File: src/rtl/sia_pkg.sv
package sia_pkg;
  localparam int unsigned SHAMT_W = 6;
  localparam int unsigned WORD_W  = 32;

  typedef enum logic [3:0] {
    OP_ADD_ZW = 4'd0,
    OP_SH1    = 4'd1,
    OP_SH2    = 4'd2,
    OP_SH3    = 4'd3,
    OP_SH1_ZW = 4'd4,
    OP_SH2_ZW = 4'd5,
    OP_SH3_ZW = 4'd6,
    OP_SHL_ZW = 4'd7
  } sia_op_e;

  typedef struct packed {
    logic       legal;
    logic       word_idx;
    logic       use_shl;
    logic [1:0] scale;
  } sia_ctrl_t;
endpackage

File: src/rtl/sia_decode.sv
module sia_decode
  import sia_pkg::*;
#(
  parameter int unsigned XLEN = 64
) (
  input  logic [3:0] op_sel,
  output sia_ctrl_t  ctrl
);
  localparam bit WORD_OK = (XLEN > WORD_W);

  always_comb begin
    ctrl = '0;
    unique case (op_sel)
      OP_ADD_ZW: begin ctrl.word_idx = 1'b1; ctrl.legal = WORD_OK; end
      OP_SH1:    begin ctrl.scale = 2'd1; ctrl.legal = 1'b1; end
      OP_SH2:    begin ctrl.scale = 2'd2; ctrl.legal = 1'b1; end
      OP_SH3:    begin ctrl.scale = 2'd3; ctrl.legal = 1'b1; end
      OP_SH1_ZW: begin ctrl.scale = 2'd1; ctrl.word_idx = 1'b1; ctrl.legal = WORD_OK; end
      OP_SH2_ZW: begin ctrl.scale = 2'd2; ctrl.word_idx = 1'b1; ctrl.legal = WORD_OK; end
      OP_SH3_ZW: begin ctrl.scale = 2'd3; ctrl.word_idx = 1'b1; ctrl.legal = WORD_OK; end
      OP_SHL_ZW: begin ctrl.use_shl = 1'b1; ctrl.word_idx = 1'b1; ctrl.legal = WORD_OK; end
      default:   ctrl = '0;
    endcase
  end
endmodule

File: src/rtl/sia_index_cond.sv
module sia_index_cond
  import sia_pkg::*;
#(
  parameter int unsigned XLEN = 64
) (
  input  logic [XLEN-1:0] index_in,
  input  logic            word_idx,
  output logic [XLEN-1:0] index_out
);
  localparam int unsigned HI_W = XLEN - WORD_W;

  generate
    if (XLEN > WORD_W) begin : g_wide
      logic [HI_W-1:0] hi_part;
      assign hi_part   = word_idx ? '0 : index_in[XLEN-1:WORD_W];
      assign index_out = {hi_part, index_in[WORD_W-1:0]};
    end else begin : g_narrow
      assign index_out = index_in;
    end
  endgenerate
endmodule

File: src/rtl/sia_scale_add.sv
module sia_scale_add #(
  parameter int unsigned XLEN = 64
) (
  input  logic [XLEN-1:0] index_val,
  input  logic [XLEN-1:0] base_val,
  input  logic [1:0]      scale,
  output logic [XLEN-1:0] scaled,
  output logic [XLEN-1:0] sum
);
  function automatic logic [XLEN-1:0] scale_by(input logic [XLEN-1:0] v,
                                               input logic [1:0] s);
    case (s)
      2'd0:    return v;
      2'd1:    return {v[XLEN-2:0], 1'b0};
      2'd2:    return {v[XLEN-3:0], 2'b00};
      default: return {v[XLEN-4:0], 3'b000};
    endcase
  endfunction

  assign scaled = scale_by(index_val, scale);
  assign sum    = base_val + scaled;
endmodule

File: src/rtl/sia_word_shift.sv
module sia_word_shift
  import sia_pkg::*;
#(
  parameter int unsigned XLEN = 64
) (
  input  logic [XLEN-1:0]    word_val,
  input  logic [SHAMT_W-1:0] shamt,
  output logic [XLEN-1:0]    shifted
);
  assign shifted = word_val << shamt;
endmodule

File: src/rtl/scaled_index_adder.sv
module scaled_index_adder
  import sia_pkg::*;
#(
  parameter int unsigned XLEN = 64
) (
  input  logic [3:0]         op_sel,
  input  logic [XLEN-1:0]    index_in,
  input  logic [XLEN-1:0]    base_in,
  input  logic [SHAMT_W-1:0] shamt,
  output logic [XLEN-1:0]    result,
  output logic               illegal
);
  sia_ctrl_t       ctrl;
  logic            dec_legal;
  logic            dec_word;
  logic            dec_shl;
  logic [1:0]      dec_scale;
  logic [XLEN-1:0] idx_val;
  logic [XLEN-1:0] scaled_val;
  logic [XLEN-1:0] sum_val;
  logic [XLEN-1:0] shl_val;

  sia_decode #(.XLEN(XLEN)) u_decode (
    .op_sel (op_sel),
    .ctrl   (ctrl)
  );

  assign dec_legal = ctrl.legal;
  assign dec_word  = ctrl.word_idx;
  assign dec_shl   = ctrl.use_shl;
  assign dec_scale = ctrl.scale;

  sia_index_cond #(.XLEN(XLEN)) u_cond (
    .index_in  (index_in),
    .word_idx  (dec_word),
    .index_out (idx_val)
  );

  sia_scale_add #(.XLEN(XLEN)) u_add (
    .index_val (idx_val),
    .base_val  (base_in),
    .scale     (dec_scale),
    .scaled    (scaled_val),
    .sum       (sum_val)
  );

  sia_word_shift #(.XLEN(XLEN)) u_shl (
    .word_val (idx_val),
    .shamt    (shamt),
    .shifted  (shl_val)
  );

  always_comb begin
    if (!dec_legal)   result = '0;
    else if (dec_shl) result = shl_val;
    else              result = sum_val;
  end

  assign illegal = ~dec_legal;
endmodule

File: config.mk
export PLATFORM = sky130hd
export DESIGN_NAME = scaled_index_adder
export DESIGN_NICKNAME = d
export VERILOG_FILES = /design/src/rtl/sia_pkg.sv /design/src/rtl/sia_decode.sv /design/src/rtl/sia_index_cond.sv /design/src/rtl/sia_scale_add.sv /design/src/rtl/sia_word_shift.sv /design/src/rtl/scaled_index_adder.sv
export SDC_FILE = /design/constraint.sdc
export NUM_CORES = 1
export LEC_CHECK = 0
export BUFFER_PORTS_ARGS = -buffer_cell sky130_fd_sc_hd__buf_2
export CORE_MARGIN = 2
export CORE_UTILIZATION = 55
export DETAILED_ROUTE_END_ITERATION = 12
export PLACE_DENSITY = 0.8
export SLEW_MARGIN = 25
export SYNTH_ARGS = -nofsm -noshare
export SYNTH_HDL_FRONTEND = slang
export SYNTH_SLANG_ARGS = --single-unit
File: constraint.sdc
create_clock -name vclk -period 11.28
set_clock_uncertainty 0.1 [all_clocks]
set_input_delay 2.256 -clock vclk [all_inputs]
set_output_delay 2.256 -clock vclk [all_outputs]
set_load 0.005 [all_outputs]
-- Yosys cells after proc, flatten, opt, wreduce, memory -nomap -nowiden
Index checks and enable logic that the tools add are counted.
- output and inout bits: 65
- input bits: 138
- word-level logic and storage cells: 27
- bits in registers: 0
- reduce and logical (&&, ||, !) cells: 7
- eq/ne operators: 9
- shifts and indexed selects: 1
- $add $sub $neg: 1
- mux-type cells: 8
- bitwise logic cells: 1
- operator list (operator ; number):
    case mux 64 bit (3 select lines) ; 1
    2-to-1 mux 64 bit ; 2
    adder 64 bit ; 1
    left shift 64 x 6 -> 64 bit ; 1
    2-to-1 mux 32 bit ; 1
    == test 4 x 3 -> 1 bit (second input constant) ; 4
    == test 4 x 2 -> 1 bit (second input constant) ; 2
    OR reduction 8 bit ; 1
    case mux 2 bit (3 select lines) ; 1
    OR reduction 2 bit ; 3
    OR reduction 5 bit ; 1
    == test 4 x 1 -> 1 bit (second input constant) ; 1
    logical NOT 4 bit ; 1
    2-to-1 mux 1 bit ; 3
    == test 2 x 1 -> 1 bit (second input constant) ; 1
    == test 2 bit (second input constant) ; 1
    logical NOT 2 bit ; 1
    NOT 1 bit ; 1

-- Depth between registers and ports, before layout
Gate-level depths: netlist of run 1.
- depth in word-level cells: 8
- gate-level depth with buffers: 22

-- Hierarchy
From an unflattened synthesis of run 1, not the netlist that was laid out.
- cell total of the unflattened synthesis: 1362
- area, all modules: 11254.5 um^2
- by module, submodules not included (module ; area an instance (um^2) ; instances ; cells each ; seq. area each (um^2)):
    sia_scale_add ; 5417.7 ; 1 ; 660 ; 0.0
    sia_word_shift ; 4285.4 ; 1 ; 482 ; 0.0
    scaled_index_adder ; 1019.7 ; 1 ; 143 ; 0.0
    sia_index_cond ; 462.9 ; 1 ; 67 ; 0.0
    sia_decode ; 68.8 ; 1 ; 10 ; 0.0

-- Least setup slack after synthesis of run 1
OpenSTA, ideal clock, no wires.
- kind: in2out
- start point: input op_sel[2]
- end point: output result[61]
- stages on the path: 19
- slack: 2305 ps
- arrival time: 6619 ps
- path buffers: 4
- data required time: 8924 ps
- cell sequence: clkbuf_1 nand2_1 and2_1 clkbuf_1 o21a_1 clkbuf_1 buf_1 mux2i_1 ha_1 a21o_1 a221oi_4 o221ai_2 a2111oi_4 nor3_2 a31oi_4 a21oi_2 o32ai_4 o21ai_1 a211o_1
- word-level cells in the longest chain between the ends: 8
- RTL lines (item ; line ; text):
    start, declared ; scaled_index_adder.sv:6 ; input logic [3:0] op_sel,
    == test 4 x 2 -> 1 bit, or another cell as far along ; sia_decode.sv:13 ; unique case (op_sel)
    OR reduction 2 bit (no source line) or OR reduction 5 bit (tied branches) ; -- ;
    case mux 2 bit (3 select lines) or 2-to-1 mux 1 bit (tied branches) ; sia_decode.sv:13 ;
    == test 2 bit, or another cell as far along ; sia_scale_add.sv:12 ; case (s)
    case mux 64 bit (3 select lines) ; sia_scale_add.sv:12 ;
    adder 64 bit ; sia_scale_add.sv:21 ; assign sum = base_val + scaled;
    2-to-1 mux 64 bit ; scaled_index_adder.sv:55 ; else if (dec_shl) result = shl_val;
    2-to-1 mux 64 bit (*) ; scaled_index_adder.sv:54 ; if (!dec_legal) result = '0;
    end, declared ; scaled_index_adder.sv:10 ; output logic [XLEN-1:0] result,
Every way passes the cells marked *; elsewhere a longest branch is shown, timed or not.

-- Final worst setup path of run 1
- start point: input op_sel[2]
- end point: output result[63]
The elaborated chain is that of the path after synthesis.

==> results of run 1 <==
-- cell families after synthesis --
| logic type | Yosys count | synth area share, % |
|---|---|---|
| buffers and inverters | 151 | 5.86 |
| xor gates and xnor gates | 61 | 5.36 |
| muxes | 199 | 24.5 |
| AOI/OAI and AO/OA | 551 | 35.1 |
| adders and majority gates | 78 | 9.87 |
| and+or+nand+nor | 442 | 19.3 |
-- cell type report --
type	instances	share of cell area, %
inverters	25	0.874
well taps	229	2.63
multi-input cells	1331	86.3
repair buffers	215	10.2
-- cells in the final DEF, fill, tap and decap left out, types with 21 or more instances in the layout --
| cell | synthesis | routed |
|---|---|---|
| nand2_1 | 200 | 200 |
| a21o_1 | 27 | 27 |
| mux2i_1 | 139 | 139 |
| nor3_1 | 21 | 21 |
| a22oi_1 | 39 | 39 |
| nand4_1 | 27 | 27 |
| o22ai_1 | 25 | 25 |
| mux2_2 | 27 | 27 |
| xnor2_1 | 40 | 40 |
| nor2_1 | 124 | 124 |
| o21ai_0 | 174 | 174 |
| buf_2 | 11 | 202 |
| xor2_1 | 21 | 21 |
| inv_1 | 22 | 22 |
| ha_1 | 77 | 77 |
| mux4_2 | 33 | 33 |
| a21oi_1 | 133 | 133 |
-- per-layer routing --
layer	GRT usage [%]	part of all wire (%)	vias to the layer above
met4	7.47	2.3	4
met2	59.7	41	873
met3	11.3	14	90
met5	0	0.063	-
li1	-	-	5720
met1	62.6	43	5853
-- per-stage QoR --
step / total power [mW] / cells / area (um^2) / worst slack, ns
2_1_floorplan: 0.586 / 1482 / 9960 / 2.30
3_3_place_gp: 0.852 / 1800 / 10900 / 1.48
3_5_place_dp: 0.854 / 1800 / 10900 / 1.33
4_1_cts: 0.858 / 1800 / 10900 / 1.31
5_1_grt: 0.953 / 1800 / 10900 / 0.829
6_report: 0.890 / 1800 / 10900 / 1.17
-- worst max-delay path: stages --
cell      delay [ns]
buf_2           0.16
nand2_1         0.18
and2_1          0.50
o21a_2          0.77
nand2_1         0.69
nor2_1          0.27
nor2_1          0.10
ha_1            0.40
a21oi_1         0.24
o21bai_1        0.08
a221oi_1        0.40
o21ai_0         0.14
or3_1           0.32
o21ai_1         0.44
o31ai_2         0.15
a31oi_1         0.22
xnor2_1         0.08
o21ai_0         0.19
buf_2           0.16
-- worst paths after layout --
| path | start | to |
|---|---|---|
| setup / recovery | op_sel[2] | result[63] |
| hold / removal | base_in[0] | result[0] |
-- power by group through the flow --
stage          Combinational [mW]  Clock [mW]  Sequential [mW]
3_5_place_dp                0.854           0                0
5_1_grt                     0.953           0                0
6_report                    0.890           0                0
2_1_floorplan               0.586           0                0
4_1_cts                     0.858           0                0
3_3_place_gp                0.852           0                0
==> flow_summary_export.csv, run 1 <==
group,metric,value,unit
sta,finalSetupTns,0,ns
routing,ant_nets,0,
hold_path,holdCritPathClass,"in -> out",
sta,maxSlewHeadroom,32.2,%
cells_and_area,drive_gt1_share,19.3,%
synthesis,netlist_instances,1482,
sta,max_freq,98.9,MHz
synthesis,syn_area,9960,um^2
power_and_ir_drop,p_per_area,81.8,nW/um^2
routing,drt_wl_total,42.8,mm
floorplanning,num_rows,49,
routing,routedWlPerCell,23.8,um
power_and_ir_drop,p_switching,544,uW
critical_path,crit_required,8.92,ns
routing,viasPerCell,6.97,
cells_and_area,fillers,1733,
synthesis,ys_types,73,
floorplanning,io_pins,203,
power_and_ir_drop,p_int,346,uW
critical_path,critPathCaptureType,"output port",
sta,rsz0062_at_grt,"no",
power_and_ir_drop,p_seq_share,0,%
floorplanning,dieArea,19200,um^2
sta,hold_viol,0,
sta,maxSlewViolCount,0,
critical_path,crit_arrival,7.75,ns
critical_path,critical_path.max_fanout,32,
power_and_ir_drop,switching_share,61.2,%
critical_path,crit_type,"in -> out",
synthesis,synth.top_cell.area_share,14.0,%
power_and_ir_drop,vdd_drop_max,0.0492,mV
cts,ctsHoldBuffers,0,
routing,dr.pass1.iters,8,
global_route,antenna_found_initial,2,
synthesis,synth_top_area_cell,"mux2i_1",
sta,fin_crit_sh,89.6,%
power_and_ir_drop,p_leak,4.79,nW
job,drv_cap,0,
cells_and_area,syn2layout_area_growth,9.20,%
synthesis,syn_nets,1698,
synthesis,synth_common_cells,"nand2_1 (200), o21ai_0 (174), mux2i_1 (139)",
global_route,grt_max_degree,99,
floorplanning,fp.coreArea,17800,um^2
power_and_ir_drop,power_frac_clock,0,%
placement,dpl.hpwl,34.3,mm
sta,setup_viol_count_final,0,
sta,worst_slew_pin_slew,1.01,ns
cells_and_area,seq_area,0,um^2
routing,drtIter0Drc,1929,
global_route,grt_pass1_wl,64.0,mm
run_status,outcome,"finished, final reports clean",
routing,vias,12500,
floorplanning,die_h,139,um
cells_and_area,post-route-util,61.0,%
routing,drc_errors,0,
synthesis,synth_area_leaders,"mux2i_1 (14%), ha_1 (9.7%), o21ai_0 (8.7%)",
floorplanning,initial_core_util,55.8,%
global_route,first_global_vias,11100,
synthesis,yosysWarningCount,0,
global_route,grt-ovfl-total,0,
critical_path,cp-start-kind,"primary input",
floorplanning,die_w,139,um
placement,port_buffers,203,
sta,holdWs,4.91,ns
hold_path,holdPathStages,5,
cells_and_area,final_nets,1789,
cells_and_area,antenna_cells,0,
cells_and_area,numSequentialCells,0,
cells_and_area,clock_buffers,0,
synthesis,yosysSeqAreaShare,0,%
sta,period_minus_slack,10.11,ns
cts,cts-resized-gates,0,
placement,routabilityCongestion,1.06,
global_route,track_usage,41.6,%
cells_and_area,multiInputGateArea,9390,um^2
synthesis,synth.most_common_cell,"nand2_1",
synthesis,postSynthAreaPerCell,6.72,um^2
power_and_ir_drop,comb_power_share,100.0,%
cts,postCtsSetupRepairBufs,0,
Note: power is estimated with default switching activity, not from simulation.
==> run 2: changes to the inputs <==
- REMOVE_ABC_BUFFERS: default -> 1
==> flow_summary_export.csv, run 2 (same netlist as run 1, synthesis figures left out) <==
group,metric,value,unit
run_status,outcome,"finished, final reports clean",
sta,max_freq,102,MHz
hold_path,holdCritPathClass,"in -> out",
floorplanning,initial_core_util,55.8,%
placement,routabilityCongestion,1.04,
cells_and_area,final_nets,1796,
routing,drc_errors,0,
placement,dpl.hpwl,33.3,mm
placement,port_buffers,203,
critical_path,worst-path-buf-inv,3,
routing,wl_met1,16.6,mm
job,drv_cap,0,
cts,ctsHoldBuffers,0,
cells_and_area,clock_buffers,0,
global_route,track_usage,40.8,%
routing,viasPerCell,7.02,
sta,maxSlewHeadroom,28.9,%
critical_path,crit_required,8.92,ns
routing,wl_met3,5.50,mm
routing,routedWlPerCell,23.2,um
critical_path,crit_arrival,7.47,ns
cts,cts-resized-gates,0,
sta,hold_viol,0,
routing,vias,12700,
critical_path,crit_type,"in -> out",
critical_path,cp_slowest_cell,"a311oi_1",
placement,dp_cells,1807,
cells_and_area,numSequentialCells,0,
sta,rsz0062_at_grt,"no",
critical_path,critPathCaptureType,"output port",
critical_path,cp-start-kind,"primary input",
routing,top_layer_used,"met4",
routing,ant_nets,0,
global_route,first_global_vias,11400,
sta,holdWs,4.85,ns
global_route,grt-ovfl-total,0,
sta,maxSlewViolCount,0,
sta,worst_slew_pin_slew,1.05,ns
floorplanning,num_rows,49,
cells_and_area,seq_area,0,um^2
cells_and_area,drive_gt1_share,19.8,%
cts,postCtsSetupRepairBufs,0,
sta,period_minus_slack,9.83,ns
sta,setup_viol_count_final,0,
routing,wl_met2,18.0,mm
floorplanning,die_h,139,um
cells_and_area,syn2layout_area_growth,9.78,%
critical_path,crit_chain,"buf_2, xor2_1, and2_2, buf_4, mux2i_1, mux2i_1, ha_1, a21o_1, a31oi_1, o31a_1, a21boi_0, a311oi_1, o41ai_4, a21oi_2, o21ai_1, xnor2_1, o22ai_1, buf_2",
cells_and_area,fillers,1732,
sta,finalSetupTns,0,ns
cells_and_area,final_common_cell,"buf_2",
routing,drt_wl_total,41.9,mm
cells_and_area,stdcell_count,1809,
critical_path,cp_top_family,"compound AO/OA/AOI/OAI gates",
floorplanning,die_w,139,um
floorplanning,dieArea,19200,um^2
cells_and_area,final_cell_mix,"buf_2 (202), nand2_1 (199), o21ai_0 (174), mux2i_1 (139), a21oi_1 (133)",
floorplanning,io_pins,203,
routing,drtIter0Drc,2055,
global_route,antenna_found_initial,1,
global_route,grt_max_degree,77,
critical_path,slowest_delay,0.80,ns
global_route,grt_pass1_wl,63.7,mm
floorplanning,fp.coreArea,17800,um^2
critical_path,critical_path.max_fanout,29,
routing,dr.pass1.iters,6,
sta,fin_crit_sh,87.1,%
==> run 2: cell types whose count changed in the layout (fill, tap and decap cells not counted), sizes merged <==
cell	before	now
buf	215	222
clkinv	1	0
diode	0	2
inv	24	25
==> run 2: layout make-up <==
type                       count  area [um^2]  area share, %
tap                          229          287           2.62
antenna                        2         5.00         0.0458
multi-input combinational   1331         9390           85.9
inverter                      25         93.8          0.858
timing repair buffer         222         1160           10.6
==> run 2: per-layer routing <==
metal	global-route usage (%)	vias up
met5	0	-
met4	14.0	0
met3	9.22	146
met2	62.9	920
met1	56.2	5873
li1	-	5759
==> run 2: path summary, 6_finish.rpt <==
path  startpoint          to  slack [ns]  depth (start not counted)
min   base_in[0]   result[0]        4.85                          5
max    op_sel[2]  result[62]        1.45                         18
==> run 2: through the flow <==
| stage | instance area, um^2 | util [%] | setup slack [ns] |
|---|---|---|---|
| finish | 10900 | 61.3 | 1.45 |
| global placement | 10900 | 61.3 | 1.75 |
| detailed placement | 10900 | 61.3 | 1.70 |
| global route | 10900 | 61.3 | 1.23 |
| floorplan | 9470 | - | 1.60 |
| CTS | 10900 | 61.3 | 1.69 |
